--- src/rtl/sync_qual_pkg.sv ---
package sync_qual_pkg;

    // Selected timing reference
    typedef enum logic {
        MODE_INT = 1'b0,
        MODE_EXT = 1'b1
    } sync_mode_e;

    // Result of one measurement slot of a sync channel
    typedef struct packed {
        logic good;   // qualified edge
        logic fault;  // bad spacing, short pulse, or window elapsed
    } pulse_evt_t;

    localparam int unsigned TOL_DIV_DEFAULT = 100;

    function automatic int unsigned win_lo(int unsigned nom, int unsigned div);
        return nom - nom / div;
    endfunction

    function automatic int unsigned win_hi(int unsigned nom, int unsigned div);
        return nom + nom / div;
    endfunction

endpackage

--- src/rtl/sync_qual_sync2.sv ---
module sync_qual_sync2 #(
    parameter int unsigned      WIDTH   = 2,
    parameter logic [WIDTH-1:0] RST_VAL = '1
) (
    input  logic             clk,
    input  logic             rst,
    input  logic [WIDTH-1:0] din,
    output logic [WIDTH-1:0] dout
);
    for (genvar i = 0; i < WIDTH; i++) begin : g_bit
        logic stage1;
        logic stage2;
        always_ff @(posedge clk) begin
            if (rst) begin
                stage1 <= RST_VAL[i];
                stage2 <= RST_VAL[i];
            end else begin
                stage1 <= din[i];
                stage2 <= stage1;
            end
        end
        assign dout[i] = stage2;
    end
endmodule

--- src/rtl/sync_qual_meas.sv ---
module sync_qual_meas
    import sync_qual_pkg::*;
#(
    parameter int unsigned CNT_W = 20,
    parameter int unsigned MIN_W = 143
) (
    input  logic             clk,
    input  logic             rst,
    input  logic             sig_n,
    input  logic [CNT_W-1:0] lim_lo,
    input  logic [CNT_W-1:0] lim_hi,
    output pulse_evt_t       evt,
    output logic [CNT_W-1:0] period
);
    localparam logic [CNT_W-1:0] MIN_V = CNT_W'(MIN_W);
    localparam logic [CNT_W-1:0] ONE   = CNT_W'(1);

    logic             prev;
    logic [CNT_W-1:0] per_cnt;
    logic [CNT_W-1:0] wid_cnt;
    logic             wid_ok;
    logic             have_ref;
    logic             fall;
    logic             rise;
    logic             in_win;

    assign fall   = prev & ~sig_n;
    assign rise   = ~prev & sig_n;
    assign in_win = (per_cnt >= lim_lo) && (per_cnt <= lim_hi);

    // Spacing counter, reference tracking and event generation
    always_ff @(posedge clk) begin
        if (rst) begin
            prev     <= 1'b1;
            per_cnt  <= ONE;
            have_ref <= 1'b0;
            evt      <= '0;
            period   <= '0;
        end else begin
            prev <= sig_n;
            evt  <= '0;
            if (fall) begin
                per_cnt  <= ONE;
                have_ref <= 1'b1;
                if (have_ref) begin
                    if (wid_ok && in_win) begin
                        evt.good <= 1'b1;
                        period   <= per_cnt;
                    end else begin
                        evt.fault <= 1'b1;
                    end
                end
            end else if (per_cnt >= lim_hi) begin
                // whole window gone by without an edge
                per_cnt   <= ONE;
                have_ref  <= 1'b0;
                evt.fault <= 1'b1;
            end else begin
                per_cnt <= per_cnt + ONE;
            end
        end
    end

    // Low-width counter, judged on the rising edge
    always_ff @(posedge clk) begin
        if (rst) begin
            wid_cnt <= '0;
            wid_ok  <= 1'b0;
        end else if (fall) begin
            wid_cnt <= ONE;
            wid_ok  <= 1'b0;
        end else if (rise) begin
            wid_ok <= (wid_cnt >= MIN_V);
        end else if (!sig_n && (wid_cnt < MIN_V)) begin
            wid_cnt <= wid_cnt + ONE;
        end
    end
endmodule

--- src/rtl/sync_qual_lock.sv ---
module sync_qual_lock
    import sync_qual_pkg::*;
#(
    parameter int unsigned LOCK_HD = 4,
    parameter int unsigned LOSS_HD = 8,
    parameter int unsigned LOSS_VD = 2
) (
    input  logic       clk,
    input  logic       rst,
    input  pulse_evt_t hd_evt,
    input  pulse_evt_t vd_evt,
    output logic       ext_mode
);
    localparam int unsigned RUN_W = $clog2(LOCK_HD + 1);
    localparam int unsigned HM_W  = $clog2(LOSS_HD + 1);
    localparam int unsigned VM_W  = $clog2(LOSS_VD + 1);
    localparam logic [RUN_W-1:0] RUN_MAX = RUN_W'(LOCK_HD);
    localparam logic [HM_W-1:0]  HM_MAX  = HM_W'(LOSS_HD);
    localparam logic [VM_W-1:0]  VM_MAX  = VM_W'(LOSS_VD);

    sync_mode_e       mode;
    logic [RUN_W-1:0] hd_run;
    logic             vd_seen;
    logic [HM_W-1:0]  hd_miss;
    logic [VM_W-1:0]  vd_miss;

    always_ff @(posedge clk) begin
        if (rst) begin
            mode    <= MODE_INT;
            hd_run  <= '0;
            vd_seen <= 1'b0;
            hd_miss <= '0;
            vd_miss <= '0;
        end else begin
            unique case (mode)
                MODE_INT: begin
                    if (hd_evt.fault) begin
                        hd_run <= '0;
                    end else if (hd_evt.good && (hd_run != RUN_MAX)) begin
                        hd_run <= hd_run + RUN_W'(1);
                    end
                    if (vd_evt.fault) begin
                        vd_seen <= 1'b0;
                    end else if (vd_evt.good) begin
                        vd_seen <= 1'b1;
                    end
                    if ((hd_run == RUN_MAX) && vd_seen) begin
                        mode    <= MODE_EXT;
                        hd_miss <= '0;
                        vd_miss <= '0;
                    end
                end
                MODE_EXT: begin
                    if (hd_evt.good) begin
                        hd_miss <= '0;
                    end else if (hd_evt.fault && (hd_miss != HM_MAX)) begin
                        hd_miss <= hd_miss + HM_W'(1);
                    end
                    if (vd_evt.good) begin
                        vd_miss <= '0;
                    end else if (vd_evt.fault && (vd_miss != VM_MAX)) begin
                        vd_miss <= vd_miss + VM_W'(1);
                    end
                    if ((hd_miss == HM_MAX) || (vd_miss == VM_MAX)) begin
                        mode    <= MODE_INT;
                        hd_run  <= '0;
                        vd_seen <= 1'b0;
                    end
                end
                default: mode <= MODE_INT;
            endcase
        end
    end

    assign ext_mode = (mode == MODE_EXT);
endmodule

--- src/rtl/sync_qual.sv ---
module sync_qual
    import sync_qual_pkg::*;
#(
    parameter int unsigned CNT_W      = 20,
    parameter int unsigned HD_NOM_525 = 910,
    parameter int unsigned HD_NOM_625 = 916,
    parameter int unsigned VD_NOM     = 238875,
    parameter int unsigned TOL_DIV    = TOL_DIV_DEFAULT,
    parameter int unsigned HD_MIN_W   = 143,
    parameter int unsigned VD_MIN_W   = 2864,
    parameter int unsigned LOCK_HD    = 4,
    parameter int unsigned LOSS_HD    = 8,
    parameter int unsigned LOSS_VD    = 2
) (
    input  logic             clk,
    input  logic             rst,
    input  logic             hd_n_in,
    input  logic             vd_n_in,
    input  logic             std_sel,
    output logic             hd_valid,
    output logic [CNT_W-1:0] hd_period,
    output logic             vd_valid,
    output logic [CNT_W-1:0] vd_period,
    output logic             ext_mode
);
    localparam logic [CNT_W-1:0] HD_LO_A = CNT_W'(win_lo(HD_NOM_525, TOL_DIV));
    localparam logic [CNT_W-1:0] HD_HI_A = CNT_W'(win_hi(HD_NOM_525, TOL_DIV));
    localparam logic [CNT_W-1:0] HD_LO_B = CNT_W'(win_lo(HD_NOM_625, TOL_DIV));
    localparam logic [CNT_W-1:0] HD_HI_B = CNT_W'(win_hi(HD_NOM_625, TOL_DIV));
    localparam logic [CNT_W-1:0] VD_LO   = CNT_W'(win_lo(VD_NOM, TOL_DIV));
    localparam logic [CNT_W-1:0] VD_HI   = CNT_W'(win_hi(VD_NOM, TOL_DIV));

    logic [1:0]       raw_n;
    logic [1:0]       syn_n;
    logic [CNT_W-1:0] hd_lo;
    logic [CNT_W-1:0] hd_hi;
    pulse_evt_t       hd_evt;
    pulse_evt_t       vd_evt;

    assign raw_n = {vd_n_in, hd_n_in};

    sync_qual_sync2 #(
        .WIDTH   (2),
        .RST_VAL (2'b11)
    ) u_sync (
        .clk  (clk),
        .rst  (rst),
        .din  (raw_n),
        .dout (syn_n)
    );

    always_comb begin
        if (std_sel) begin
            hd_lo = HD_LO_B;
            hd_hi = HD_HI_B;
        end else begin
            hd_lo = HD_LO_A;
            hd_hi = HD_HI_A;
        end
    end

    sync_qual_meas #(
        .CNT_W (CNT_W),
        .MIN_W (HD_MIN_W)
    ) u_hd_meas (
        .clk    (clk),
        .rst    (rst),
        .sig_n  (syn_n[0]),
        .lim_lo (hd_lo),
        .lim_hi (hd_hi),
        .evt    (hd_evt),
        .period (hd_period)
    );

    sync_qual_meas #(
        .CNT_W (CNT_W),
        .MIN_W (VD_MIN_W)
    ) u_vd_meas (
        .clk    (clk),
        .rst    (rst),
        .sig_n  (syn_n[1]),
        .lim_lo (VD_LO),
        .lim_hi (VD_HI),
        .evt    (vd_evt),
        .period (vd_period)
    );

    sync_qual_lock #(
        .LOCK_HD (LOCK_HD),
        .LOSS_HD (LOSS_HD),
        .LOSS_VD (LOSS_VD)
    ) u_lock (
        .clk      (clk),
        .rst      (rst),
        .hd_evt   (hd_evt),
        .vd_evt   (vd_evt),
        .ext_mode (ext_mode)
    );

    assign hd_valid = hd_evt.good;
    assign vd_valid = vd_evt.good;
endmodule

--- config.mk ---
export PLATFORM = sky130hd
export DESIGN_NAME = sync_qual
export DESIGN_NICKNAME = d
export VERILOG_FILES = /design/src/rtl/sync_qual_pkg.sv /design/src/rtl/sync_qual_sync2.sv /design/src/rtl/sync_qual_meas.sv /design/src/rtl/sync_qual_lock.sv /design/src/rtl/sync_qual.sv
export SDC_FILE = /design/constraint.sdc
export NUM_CORES = 1
export LEC_CHECK = 0
export CAP_MARGIN = 25
export CORE_MARGIN = 2
export CORE_UTILIZATION = 43
export CTS_CLUSTER_SIZE = 40
export DETAILED_ROUTE_END_ITERATION = 8
export PLACE_DENSITY = 0.67
export SLEW_MARGIN = 20
export SYNTH_ARGS = -nofsm -noshare
export SYNTH_HDL_FRONTEND = slang
export SYNTH_HIERARCHICAL = 1
export SYNTH_SLANG_ARGS = --single-unit
--- constraint.sdc ---
create_clock -name clk -period 4.9 [get_ports clk]
set_input_delay 0.735 -clock clk [delete_from_list [all_inputs] [get_ports clk]]
set_output_delay 0.735 -clock clk [all_outputs]
set_load 0.02 [all_outputs]
==> flow_summary.json <==
{
  "status": "finished clean",
  "fin_worst_skew_ps": 11.07,
  "first_pass_iters": 4,
  "placementRows": 50,
  "global_route.usage.total": 0.1636,
  "overflow": 0,
  "ant_nets": 0,
  "gp_congestion": 0.7892,
  "worst-r2r-setup-slack_ps": 1990,
  "setup_fix_buffers_added_after_clock_tree_synthesis": 0,
  "worstHoldEndpoint": "u_sync/g_bit[1].stage2",
  "worstPathMaxFanout": 13,
  "detail_route.wirelength.met1_mm": 7.708,
  "first_global_vias": 5883,
  "cts_hold_buf": 0,
  "post-place-ws_ps": 1818,
  "timing.max_cap.violations": 0,
  "total_leakage_power_uw": 0.004101,
  "dr.max_layer_used": "met4",
  "cts_made_buffers": 17,
  "timing.setup.critical_path_class": "flop to flop",
  "final_number_of_hold_violating_endpoints": 0,
  "seq_cells_post_synth": 145,
  "number_of_vias_per_cell": 4.667,
  "power.clock.fraction": 0.494,
  "slew-limit-headroom": 0.4087,
  "drt_wl_total_mm": 15.49,
  "path_clk_slew_ps": 70,
  "maxClockFrequency_mhz": 343.2,
  "port-buffer-count": 47,
  "layout.nets": 1151,
  "share_comb_of_total_power": 0.057,
  "post-route-worst-setup-slack_ps": 1987,
  "netSwitchingPower_uw": 657.4,
  "grt_setup_unrepaired": "false",
  "die_h_um": 143.4,
  "cellPowerDensity_nw_per_um2": 272.8,
  "final_layout_size_suffix_gt1_frac": 0.06922,
  "crit_arrival_ps": 3270,
  "endpoint_kind": "flop",
  "hold_class": "flop to flop",
  "detail_route.iter0.violations": 232,
  "postLayoutCoreUtil": 0.5220,
  "final_max_slew_viol_count": 0,
  "power.share.sequential": 0.449,
  "numClockSinks": 145,
  "synth.lib_cells_used.distinct": 73,
  "synth-warning-count": 6,
  "synth_top_family_by_area": "simple AND/OR/NAND/NOR gates",
  "synth_seq_area_share": 0.3476,
  "detail_route.drc_violations": 0,
  "mappedNetlistArea_sq_um": 8351,
  "met3RoutedLength_um": 427,
  "cts_root_buffer": "sky130_fd_sc_hd__clkbuf_16",
  "timing_worst_slew_pin_value_ps": 886.9,
  "synthesized_area_fraction_occupied_by_xor_and_xnor_cells": 0.05244,
  "area.growth.synth_to_final_pct": 18.10,
  "critical_path_required_ps": 5260,
  "post_synth_edffs": 0,
  "design.portCount": 48,
  "route.met2.wl_mm": 7.086,
  "number_of_cells_produced_by_synthesis": 941,
  "dpl.hpwl_mm": 10.98,
  "total_neg_setup_slack_ps": 0,
  "period_share": 0.5946,
  "hold_depth": 1,
  "avgRoutedWirePerCell_um": 11.66,
  "mostFrequentLayoutCell": "sky130_fd_sc_hd__dfxtp_1",
  "coreArea_sq_um": 18890,
  "grt_pass1_wl_mm": 27.10,
  "period_needed_ps": 2913,
  "layout.filler_cells": 1776,
  "min_from": "u_sync/g_bit[1].stage1",
  "cts.path.max_buffers": 2,
  "antenna_violations_before_repair": 0,
  "start_util": 0.4420,
  "irDropWorstVdd_v": 0.0002369,
  "die_area_sq_um": 20550,
  "async_flop_share": 0,
  "regToRegStartpoint": "u_vd_meas/per_cnt[19]",
  "synth-compound-area-share": 0.09260,
  "vias": 6202,
  "dominantRegCellSynth": "sky130_fd_sc_hd__dfxtp_1",
  "clock_insertion_delay_worst_skew_ps": 430,
  "synth_mux_area_frac": 0.05034,
  "layout_common_cells": "sky130_fd_sc_hd__dfxtp_1, sky130_fd_sc_hd__inv_1, sky130_fd_sc_hd__ha_1, sky130_fd_sc_hd__nor2_1, sky130_fd_sc_hd__conb_1",
  "cp-start-kind": "flop",
  "p_int_uw": 2033,
  "cts.htree.levels": 4,
  "worstReg2RegEnd": "u_vd_meas/period[0]",
  "synth_adder_area_share": 0.1349,
  "postCtsResizedCells": 0,
  "switching_share": 0.2444,
  "synth_simple_gate_area_frac": 0.2540,
  "grt_start_max_net_pins": 108,
  "final-setup-viol-count": 0,
  "r2r.worst_path.cells": 8,
  "synthesis.area_per_instance_sq_um": 8.874,
  "n_antenna_cell": 0,
  "floorplan.die.width_um": 143.4,
  "cts_tree": "built"
}
==> layout make-up <==
class	instances	area [sq um]	area share
multi-input combinational	741	5160	0.5232
tap	260	325.3	0.03299
timing repair buffer	50	488.0	0.04948
inverter	101	379.1	0.03844
clock inverter	14	167.7	0.01700
sequential	145	2903	0.2943
clock buffer	18	439.2	0.04453
==> power by group through the flow <==
stage	Sequential [uW]	Combinational, uW	Clock (uW)
floorplan	1230	129	0
global placement	1230	147	0
detailed placement	1230	151	0
CTS	1210	152	1370
global route	1210	179	1430
finish	1210	153	1330
==> per-layer routing <==
metal	GRT usage	up-vias
li1	-	3332
met4	0.05779	0
met5	0	-
met2	0.2695	71
met3	0.04065	19
met1	0.2089	2780
==> kinds of logic after synthesis <==
logic type | after synthesis
DFF | 145
buffers and inverters | 128
and+or+nand+nor | 377
AOI/OAI and AO/OA | 107
xor gates and xnor gates | 50
other | 2
muxes | 42
adders and majority gates | 90
==> critical path, cell delays in order, from the launching register on <==
cell and delay, ps:
sky130_fd_sc_hd__dfxtp_1 350, sky130_fd_sc_hd__ha_1 340, sky130_fd_sc_hd__nand4_2 140, sky130_fd_sc_hd__nor4_2 410, sky130_fd_sc_hd__o211ai_1 140, sky130_fd_sc_hd__o211a_1 270, sky130_fd_sc_hd__a211oi_4 590, sky130_fd_sc_hd__buf_4 370
sky130_fd_sc_hd__mux2i_1 230
==> cells in the mapped netlist (3+ instances only) <==
library cell               count  area (sq um)
sky130_fd_sc_hd__dfxtp_1     145          2903
sky130_fd_sc_hd__inv_1       100         375.4
sky130_fd_sc_hd__ha_1         90          1126
sky130_fd_sc_hd__nor2_1       83         311.6
sky130_fd_sc_hd__nand2b_1     58         362.9
sky130_fd_sc_hd__nand2_1      54         202.7
sky130_fd_sc_hd__mux2i_1      42         420.4
sky130_fd_sc_hd__a21oi_1      41         205.2
sky130_fd_sc_hd__nand3_1      36         180.2
sky130_fd_sc_hd__xor2_1       31         271.5
sky130_fd_sc_hd__and2_1       22         137.6
sky130_fd_sc_hd__nand4_1      19         118.9
sky130_fd_sc_hd__xnor2_1      19         166.4
sky130_fd_sc_hd__or2b_1       17         127.6
sky130_fd_sc_hd__and3_1       14         87.58
sky130_fd_sc_hd__clkbuf_1     13         48.80
sky130_fd_sc_hd__a211oi_1     10         75.07
sky130_fd_sc_hd__o21ai_0      10         50.05
sky130_fd_sc_hd__nor3_1        9         45.04
sky130_fd_sc_hd__or2b_2        9         78.83
sky130_fd_sc_hd__nor2b_1       8         50.05
sky130_fd_sc_hd__a31oi_1       6         37.54
sky130_fd_sc_hd__nor4_1        6         37.54
sky130_fd_sc_hd__or2_1         6         37.54
sky130_fd_sc_hd__buf_4         5         37.54
sky130_fd_sc_hd__buf_6         5         56.30
sky130_fd_sc_hd__or2_2         5         31.28
sky130_fd_sc_hd__and4_1        4         35.03
sky130_fd_sc_hd__o211ai_1      4         30.03
sky130_fd_sc_hd__o32ai_1       4         35.03
sky130_fd_sc_hd__a211oi_4      3         60.06
sky130_fd_sc_hd__nand4_2       3         37.54
sky130_fd_sc_hd__o21a_1        3         22.52
sky130_fd_sc_hd__or3_1         3         18.77
sky130_fd_sc_hd__or3b_1        3         26.28
==> sequential cells by signal, summed over array words and instances, names as in the netlist <==
signal,count
u_hd_meas/per_cnt,20
u_vd_meas/period,20
u_lock/vd_seen,1
u_vd_meas/evt,2
u_hd_meas/wid_cnt,20
u_hd_meas/period,20
u_sync/g_bit.stage2,2
u_vd_meas/per_cnt,20
u_hd_meas/have_ref,1
u_vd_meas/wid_ok,1
u_vd_meas/prev,1
u_lock/hd_run,3
u_hd_meas/prev,1
u_hd_meas/wid_ok,1
u_sync/g_bit.stage1,2
u_lock/ext_mode,1
u_lock/hd_miss,4
u_vd_meas/have_ref,1
u_hd_meas/evt,2
u_vd_meas/wid_cnt,20
u_lock/vd_miss,2
==> through the flow <==
step	total power, uW	cells	hold slack, ps	instance area [sq um]
global route	2813	1329	461.6	9862
floorplan	1356	1014	383.2	8625
CTS	2727	1329	404.3	9862
global placement	1381	1297	386.6	9255
finish	2690	1329	404.1	9862
detailed placement	1385	1297	391.7	9255
==> how the worst max path moves through the flow <==
stage | from | to | slack (ps) | depth (start not counted)
finish | u_vd_meas/per_cnt[19] | u_vd_meas/period[0] | 1990 | 8
global route | u_vd_meas/per_cnt[19] | u_vd_meas/period[12] | 1750 | 8
CTS | u_vd_meas/per_cnt[19] | u_vd_meas/period[0] | 1930 | 8
detailed placement | std_sel | u_hd_meas/per_cnt[16] | 1820 | 9
global placement | std_sel | u_hd_meas/per_cnt[7] | 1870 | 9
floorplan | std_sel | u_hd_meas/per_cnt[13] | 2530 | 10
Note: power is estimated with default switching activity, not from simulation.
